**config.mk**
```make
export PLATFORM = sky130hd
export DESIGN_NAME = pump_gain_sequencer
export DESIGN_NICKNAME = d
export VERILOG_FILES = /design/src/rtl/pgs_pkg.sv /design/src/rtl/pgs_tick_gen.sv /design/src/rtl/pgs_dropout_qual.sv /design/src/rtl/pgs_softstart.sv /design/src/rtl/pump_gain_sequencer.sv
export SDC_FILE = /design/constraint.sdc
export NUM_CORES = 1
export LEC_CHECK = 0
export BUFFER_PORTS_ARGS = -buffer_cell sky130_fd_sc_hd__buf_2
export CAP_MARGIN = 20
export CORE_ASPECT_RATIO = 1.2
export CORE_MARGIN = 2
export CORE_UTILIZATION = 25
export DETAILED_ROUTE_END_ITERATION = 7
export GPL_ROUTABILITY_DRIVEN = 0
export GPL_TIMING_DRIVEN = 0
export PLACE_DENSITY_LB_ADDON = 0.3
export SLEW_MARGIN = 10
export SYNTH_ARGS = -nofsm -noshare
export SYNTH_HDL_FRONTEND = slang
export SYNTH_SLANG_ARGS = --single-unit
```
**constraint.sdc**
```tcl
create_clock -name clk -period 3.7 [get_ports clk]
set_clock_uncertainty 0.2 [all_clocks]
set_input_delay 0.185 -clock clk [delete_from_list [all_inputs] [get_ports clk]]
set_output_delay 0.185 -clock clk [all_outputs]
set_load 0.1 [all_outputs]
```
**src/rtl/pgs_pkg.sv**
```systemverilog
package pgs_pkg;

    typedef enum logic [1:0] {
        GAIN_1X  = 2'b00,
        GAIN_1P5 = 2'b01,
        GAIN_2X  = 2'b10
    } gain_e;

    // gain that a force pattern selects (bit0 = 1.5x, bit1 = 2x, both = 1x)
    function automatic gain_e force_gain(input logic [1:0] f);
        case (f)
            2'b01:   return GAIN_1P5;
            2'b10:   return GAIN_2X;
            default: return GAIN_1X;
        endcase
    endfunction

    // one step up, saturating at the top gain
    function automatic gain_e step_up(input gain_e g);
        case (g)
            GAIN_1X:  return GAIN_1P5;
            default:  return GAIN_2X;
        endcase
    endfunction

endpackage

```
**src/rtl/pgs_tick_gen.sv**
```systemverilog
module pgs_tick_gen #(
    parameter int DIV = 32
) (
    input  logic clk,
    input  logic rst,
    output logic tick
);
    generate
        if (DIV <= 1) begin : g_pass
            assign tick = 1'b1;
        end else begin : g_div
            localparam int W = $clog2(DIV);
            logic [W-1:0] cnt;
            assign tick = (cnt == W'(DIV - 1));
            always_ff @(posedge clk) begin
                if (rst)       cnt <= '0;
                else if (tick) cnt <= '0;
                else           cnt <= cnt + 1'b1;
            end
        end
    endgenerate
endmodule

```
**src/rtl/pgs_dropout_qual.sv**
```systemverilog
module pgs_dropout_qual #(
    parameter int N_CH       = 9,
    parameter int QUAL_TICKS = 400
) (
    input  logic            clk,
    input  logic            rst,
    input  logic            tick,
    input  logic            clr,
    input  logic [N_CH-1:0] dropout,
    input  logic [N_CH-1:0] ch_zero,
    input  logic [N_CH-1:0] ch_odrain,
    input  logic [N_CH-1:0] ch_enctl,
    input  logic            en_pin,
    output logic            fire
);
    localparam int CW = $clog2(QUAL_TICKS + 1);

    logic [N_CH-1:0] voter;
    logic            any_drop;
    logic [CW-1:0]   cnt;
    logic            at_end;

    // per-channel participation mask
    for (genvar i = 0; i < N_CH; i++) begin : g_vote
        assign voter[i] = dropout[i] & ~ch_zero[i] & ~ch_odrain[i]
                          & ~(ch_enctl[i] & ~en_pin);
    end

    assign any_drop = |voter;
    assign at_end   = (cnt == CW'(QUAL_TICKS - 1));
    assign fire     = any_drop & ~clr & tick & at_end;

    always_ff @(posedge clk) begin
        if (rst || clr || !any_drop) cnt <= '0;
        else if (tick)               cnt <= at_end ? '0 : cnt + 1'b1;
    end
endmodule

```
**src/rtl/pgs_softstart.sv**
```systemverilog
module pgs_softstart #(
    parameter int SS_TICKS = 125
) (
    input  logic clk,
    input  logic rst,
    input  logic tick,
    input  logic entry,
    input  logic to_base,
    output logic active
);
    localparam int SW = $clog2(SS_TICKS + 1);

    logic [SW-1:0] left;

    assign active = (left != '0);

    always_ff @(posedge clk) begin
        if (rst || to_base)        left <= '0;
        else if (entry)            left <= SW'(SS_TICKS);
        else if (tick && active)   left <= left - 1'b1;
    end
endmodule

```
**src/rtl/pump_gain_sequencer.sv**
```systemverilog
module pump_gain_sequencer
    import pgs_pkg::*;
#(
    parameter int N_CH       = 9,
    parameter int CLK_DIV    = 32,
    parameter int QUAL_TICKS = 400,
    parameter int SS_TICKS   = 125
) (
    input  logic            clk,
    input  logic            rst,
    input  logic [N_CH-1:0] dropout,
    input  logic [N_CH-1:0] ch_zero,
    input  logic [N_CH-1:0] ch_odrain,
    input  logic [N_CH-1:0] ch_enctl,
    input  logic            en_pin,
    input  logic            reg_write,
    input  logic            ramp_down_done,
    input  logic            blink_end,
    input  logic [1:0]      cmd_force,
    output logic [1:0]      mode,
    output logic            soft_start,
    output logic            shutdown
);
    gain_e gain_q, gain_d;
    logic  tick, fire, forced, back_to_1x;
    logic  en_prev, en_fall, others_lit, any_lit;
    logic  shut_q;

    pgs_tick_gen #(.DIV(CLK_DIV)) u_tick (
        .clk (clk), .rst (rst), .tick (tick)
    );

    assign forced     = |cmd_force;
    assign en_fall    = en_prev & ~en_pin;
    assign others_lit = |(~ch_zero & ~ch_enctl);
    assign any_lit    = |(~ch_zero & ~(ch_enctl & {N_CH{~en_pin}}));
    assign back_to_1x = reg_write | ramp_down_done | blink_end
                        | (en_fall & others_lit);

    pgs_dropout_qual #(.N_CH(N_CH), .QUAL_TICKS(QUAL_TICKS)) u_qual (
        .clk       (clk),
        .rst       (rst),
        .tick      (tick),
        .clr       (forced | back_to_1x),
        .dropout   (dropout),
        .ch_zero   (ch_zero),
        .ch_odrain (ch_odrain),
        .ch_enctl  (ch_enctl),
        .en_pin    (en_pin),
        .fire      (fire)
    );

    always_comb begin
        gain_d = gain_q;
        if (forced)                        gain_d = force_gain(cmd_force);
        else if (back_to_1x)               gain_d = GAIN_1X;
        else if (fire && gain_q != GAIN_2X) gain_d = step_up(gain_q);
    end

    pgs_softstart #(.SS_TICKS(SS_TICKS)) u_ss (
        .clk     (clk),
        .rst     (rst),
        .tick    (tick),
        .entry   (gain_d != GAIN_1X && gain_d != gain_q),
        .to_base (gain_d == GAIN_1X),
        .active  (soft_start)
    );

    always_ff @(posedge clk) begin
        if (rst) begin
            gain_q  <= GAIN_1X;
            en_prev <= 1'b0;
            shut_q  <= 1'b0;
        end else begin
            gain_q  <= gain_d;
            en_prev <= en_pin;
            shut_q  <= ~forced & ~any_lit;
        end
    end

    assign mode     = gain_q;
    assign shutdown = shut_q;
endmodule

```
After elaboration in Yosys (flattened, before gate mapping)

Cells that the tools add are included.

Output and inout bits: 4
Register bits after elaboration: 25
Bits of input ports: 44
Word-level logic and storage cells: 125

Muxes and demuxes: 8
Bitwise operators: 83
Equality and inequality tests: 6
Add/sub/neg operators: 3
Reductions and logical operators: 18

Operators by type and width:

| operator                                                              | count |
|---|---|
| 1-bit AND                                                             | 42 |
| 1-bit inverter                                                        | 31 |
| 9-bit AND                                                             | 3 |
| 9-bit inverter                                                        | 3 |
| 9-bit OR reduction                                                    | 3 |
| 7-bit 2-to-1 mux                                                      | 2 |
| 9-bit by 1-bit adder with 9-bit output, second input constant         | 1 |
| 9-bit equality test, second input constant                            | 1 |
| 9-bit 2-to-1 mux                                                      | 1 |
| 2-bit 2-to-1 mux                                                      | 4 |
| 7-bit nonzero test                                                    | 1 |
| 7-bit by 1-bit subtractor with 7-bit output, second input constant    | 1 |
| 2-bit OR reduction                                                    | 3 |
| 5-bit by 1-bit adder with 5-bit output, second input constant         | 1 |
| 5-bit equality test, second input constant                            | 1 |
| 2-bit zero test                                                       | 2 |
| 1-bit bitwise OR                                                      | 4 |
| 2-bit one-hot mux with 2 select lines                                 | 1 |
| 2-bit nonzero test                                                    | 2 |
| 1-bit logical AND                                                     | 3 |
| 1-bit logical OR                                                      | 3 |
| 2-bit by 1-bit equality test with 1-bit output, second input constant | 1 |
| 2-bit equality test, second input constant                            | 1 |
| 2-bit != test                                                         | 1 |
| 2 further kinds                                                       | 2 |

Depth between registers and ports, before layout

Depth in word-level cells: 17
Mapped depth: 9
Gate-level depth less buffers: 9

Cells and area by module

From an unflattened synthesis, not the netlist that was laid out.

Cell total of the unflattened synthesis: 187
Area total of the unflattened synthesis: 1542.7 um^2

By module, submodules not included:

| module              | cells an instance | instances | sequential area each (um^2) | area an instance (um^2) |
|---|---|---|---|---|
| pgs_dropout_qual    | 74                | 1         | 180.2                       | 605.6 |
| pgs_softstart       | 45                | 1         | 140.1                       | 387.9 |
| pump_gain_sequencer | 51                | 1         | 80.1                        | 345.3 |
| pgs_tick_gen        | 17                | 1         | 100.1                       | 203.9 |

Least setup slack after synthesis

No wires, ideal clock.

Path type: register to register
Start: register u_tick.g_div.cnt[0]
End: register gain_q[1] (netlist: mode[1])
Slack: 1.281 ns
Arrival: 2.115 ns
Cell stages (with the launch flop): 10
Clock period less this slack: 2.419 ns
Required time: 3.397 ns
Buffers on the path: 0
Setup time: 0.103 ns
Path through: dfxtp_1 > ha_1 > and3_1 > ha_1 > nand4_2 > nor4_4 > nand2_1 > a311oi_2 > nand2_1 > a2111oi_2

Word-level cells in the longest chain between the ends: 7

Ends and longest elaborated chain:

| item                    | line                      | RTL |
|---|---|---|
| start, declared         | pgs_tick_gen.sv:13        | `logic [W-1:0] cnt;` |
| start signal, assigned  | pgs_tick_gen.sv:18        | `else cnt <= cnt + 1'b1;` |
| 5-bit equality test     | pgs_tick_gen.sv:14        | `assign tick = (cnt == W'(DIV - 1));` |
| 1-bit AND (2 in series) | pgs_dropout_qual.sv:31    | `assign fire = any_drop & ~clr & tick & at_end;` |
| 1-bit logical AND       | pump_gain_sequencer.sv:57 | `else if (fire && gain_q != GAIN_2X) gain_d = step_up(gain_q);` |
| 2-bit 2-to-1 mux        | pump_gain_sequencer.sv:57 |  |
| 2-bit 2-to-1 mux        | pump_gain_sequencer.sv:56 | `else if (back_to_1x) gain_d = GAIN_1X;` |
| 2-bit 2-to-1 mux        | pump_gain_sequencer.sv:55 | `if (forced) gain_d = force_gain(cmd_force);` |
| end signal, assigned    | pump_gain_sequencer.sv:75 | `gain_q <= gain_d;` |
| end, declared           | pump_gain_sequencer.sv:24 | `gain_e gain_q, gain_d;` |

Every way passes these cells.
A chain may end at the register's enable or synchronous reset.

Worst setup path after layout

Same ends and word-level chain as after synthesis.

==> impl_metrics.json <==
{
  "status": "complete, no violations",
  "worstPathRequired_ns": 3.66,
  "setup_ws_ns": 1.00,
  "avgRoutedWirePerCell_microns": 10.8,
  "highest_layer": "met4",
  "synth_cells": 186,
  "yosysMostFrequentCell": "dfxtp_1",
  "ys_seq_area_share_pct": 33.3,
  "finalNonFillerCells": 318,
  "wl_met1_mm": 1.48,
  "rsz0062_at_grt": "false",
  "cp-end-kind": "flip-flop",
  "grt_antenna_before_repair": 0,
  "arrival_ns": 2.66,
  "via_count": 1509,
  "drt_wl_total_mm": 3.44,
  "die_w_microns": 74.8,
  "synthesis.area_sq_um": 1510,
  "drv_cap": 0,
  "start_util_pct": 26.2,
  "antennaDiodeCount": 0,
  "report.final.slew_viol_count": 0,
  "post-place-ws_ns": 1.01,
  "min_period_ns": 2.70,
  "synthArstFlopShare_pct": 0,
  "reg2reg_depth": 9,
  "dpl.hpwl_mm": 2.76,
  "final_util_pct": 33.1,
  "io_buffers": 47,
  "ioPinCount": 48,
  "hold_depth": 3,
  "grt_use_total_pct": 11.0,
  "cts_made_buffers": 3,
  "grt_max_degree": 16,
  "drc": 0,
  "cts.sinks": 25,
  "die_h_microns": 89,
  "htree_levels": 1,
  "cts_tree": "built",
  "ys_types": 42,
  "p_leak_nw": 0.713,
  "drive_gt1_share_pct": 26.5,
  "synth-seq-cells": 25,
  "setup-tns-final_ns": 0,
  "clk_pin_slew_worst_paths_ns": 0.09,
  "synth-edff-count": 0,
  "start_kind": "flip-flop",
  "reg2reg_setup_slack_ns": 1.00,
  "power.density_nw_per_um2": 305,
  "ys.flop_type": "dfxtp_1",
  "worstPathMaxFanout": 5,
  "synth_top_cell_by_area": "dfxtp_1",
  "post-cts-setup-buffer-count": 0,
  "fin_crit_sh_pct": 73.0,
  "fin_hold_ws_ns": 0.0129,
  "syn_to_final_growth_pct": 26.2,
  "r2r_end": "mode[1]$_SDFF_PP0_",
  "wl_met3_microns": 204,
  "slew_headroom_pct": 64.7,
  "synth_common_cells": "dfxtp_1 (25), nor2_1 (23), o21ai_0 (15)",
  "die_area_sq_um": 6660,
  "avgSynthCellArea_sq_um": 8.09,
  "dp.cells": 313,
  "grt-ovfl-total": 0,
  "crit_end": "mode[1]$_SDFF_PP0_",
  "irDropWorstVdd_mv": 0.119,
  "synth_top_area_share_pct": 33.3,
  "first_global_vias": 1393,
  "firstDrtPassIters": 4,
  "met2_length_mm": 1.71,
  "tightest_slew_ns": 0.530,
  "worstSkewPairLatency_ns": 0.27,
  "worstHoldPathType": "input port to flip-flop",
  "core_sq_um": 5740,
  "yosysWarnings": 0,
  "max_freq_mhz": 370,
  "hold_viol": 0,
  "grt_pass1_wl_mm": 5.81,
  "crit_type": "flip-flop to flip-flop",
  "max-clock-path-buffers": 2,
  "ant_nets": 0,
  "viasPerCell": 4.75,
  "layout.nets": 287,
  "ys_top_cells_by_area": "dfxtp_1 (33%), nor2_1 (5.7%), o21ai_0 (5.0%)",
  "drt_iter0_drc": 37,
  "rows": 30,
  "final-setup-viol-count": 0,
  "critical_path.startpoint": "u_tick.g_div.cnt[0]$_SDFF_PP0_",
  "cts-root-buf": "clkbuf_8",
  "r2r-start": "u_tick.g_div.cnt[0]$_SDFF_PP0_",
  "syn_nets": 234
}
==> layout make-up <==
class | instances | area [sq um]
Buffer | 4 | 16.3
Timing Repair Buffer | 48 | 245
Clock buffer | 3 | 41.3
Inverter | 4 | 15.0
Clock inverter | 1 | 7.51
Tap cell | 80 | 100
Fill cell | 604 | 3840
Sequential cell | 25 | 500
Multi-Input combinational cell | 153 | 973
==> layer usage <==
metal	vias to the layer above	GRT usage (%)
met5	-	0
met4	0	4.38
met3	2	1.47
met2	49	20.0
met1	673	12.9
li1	785	-
==> kinds of logic after synthesis <==
kind of cell,Yosys count,synth area share (%)
fa+ha+maj,4,3.33
flops,25,33.3
buf+inv,8,2.08
xor+xnor,13,7.56
simple gates,93,32.7
compound gates,42,20.4
mux,1,0.665
==> per-stage QoR <==
| stage | instance area, sq um | power (mW) |
|---|---|---|
| after detailed placement | 1840 | 0.420 |
| final | 1900 | 0.579 |
| after CTS | 1900 | 0.588 |
| after floorplan | 1510 | 0.373 |
| after global placement | 1840 | 0.419 |
| after global routing | 1900 | 0.611 |
==> placed cells by master (no fill, tap or decap), types with 2 or more instances in the layout <==
cell      count
buf_2        48
dfxtp_1      25
nor2_1       23
o21ai_0      15
nand3_1      14
nand2_1      14
nand2b_1     11
nor3_1        9
o22ai_1       8
xor2_1        8
nor4_1        5
xnor2_1       5
ha_1          4
inv_1         3
clkbuf_1      3
or2_2         3
a21oi_1       3
clkbuf_8      3
o31ai_1       2
o32a_1        2
nand4_1       2
nor2b_1       2
nor3b_1       2
a21o_1        2
a211oi_1      2
==> worst min path at each step <==
stage | startpoint | endpoint | slack [ns]
after floorplan | cmd_force[0] | mode[1]$_SDFF_PP0_ | 0.05
after global placement | u_tick.g_div.cnt[0]$_SDFF_PP0_ | u_tick.g_div.cnt[0]$_SDFF_PP0_ | 0.25
after detailed placement | cmd_force[0] | mode[1]$_SDFF_PP0_ | 0.25
after CTS | en_pin | en_prev$_SDFF_PP0_ | 0.008
after global routing | en_pin | en_prev$_SDFF_PP0_ | 0.03
final | en_pin | en_prev$_SDFF_PP0_ | 0.01
==> critical path: stages, from the launching register on <==
cell	delay, ns
dfxtp_1	0.37
ha_1	0.18
and3_1	0.17
ha_1	0.25
nand4_2	0.17
nor4_4	0.39
nand2_1	0.11
a311oi_2	0.29
nand2_1	0.12
a2111oi_2	0.36
==> flip-flops by register name (all words and copies together) (netlist names) <==
| name | cells |
|---|---|
| u_qual.cnt | 9 |
| u_tick.g_div.cnt | 5 |
| en_prev | 1 |
| mode | 2 |
| u_ss.left | 7 |
| shutdown | 1 |
==> where the power goes <==
part           total [mW]  switching, mW  internal, mW
clock network       0.165         0.0884        0.0762
logic               0.128         0.0794        0.0487
registers           0.286        0.00785         0.278
total               0.579          0.176         0.403
==> repair_timing <==
item | in CTS | in global routing
resized for setup | 0 | 0
hold buffers | 1 | 0
hold endpoints to repair | 1 | 0
Power figures use the tool's default switching activity.
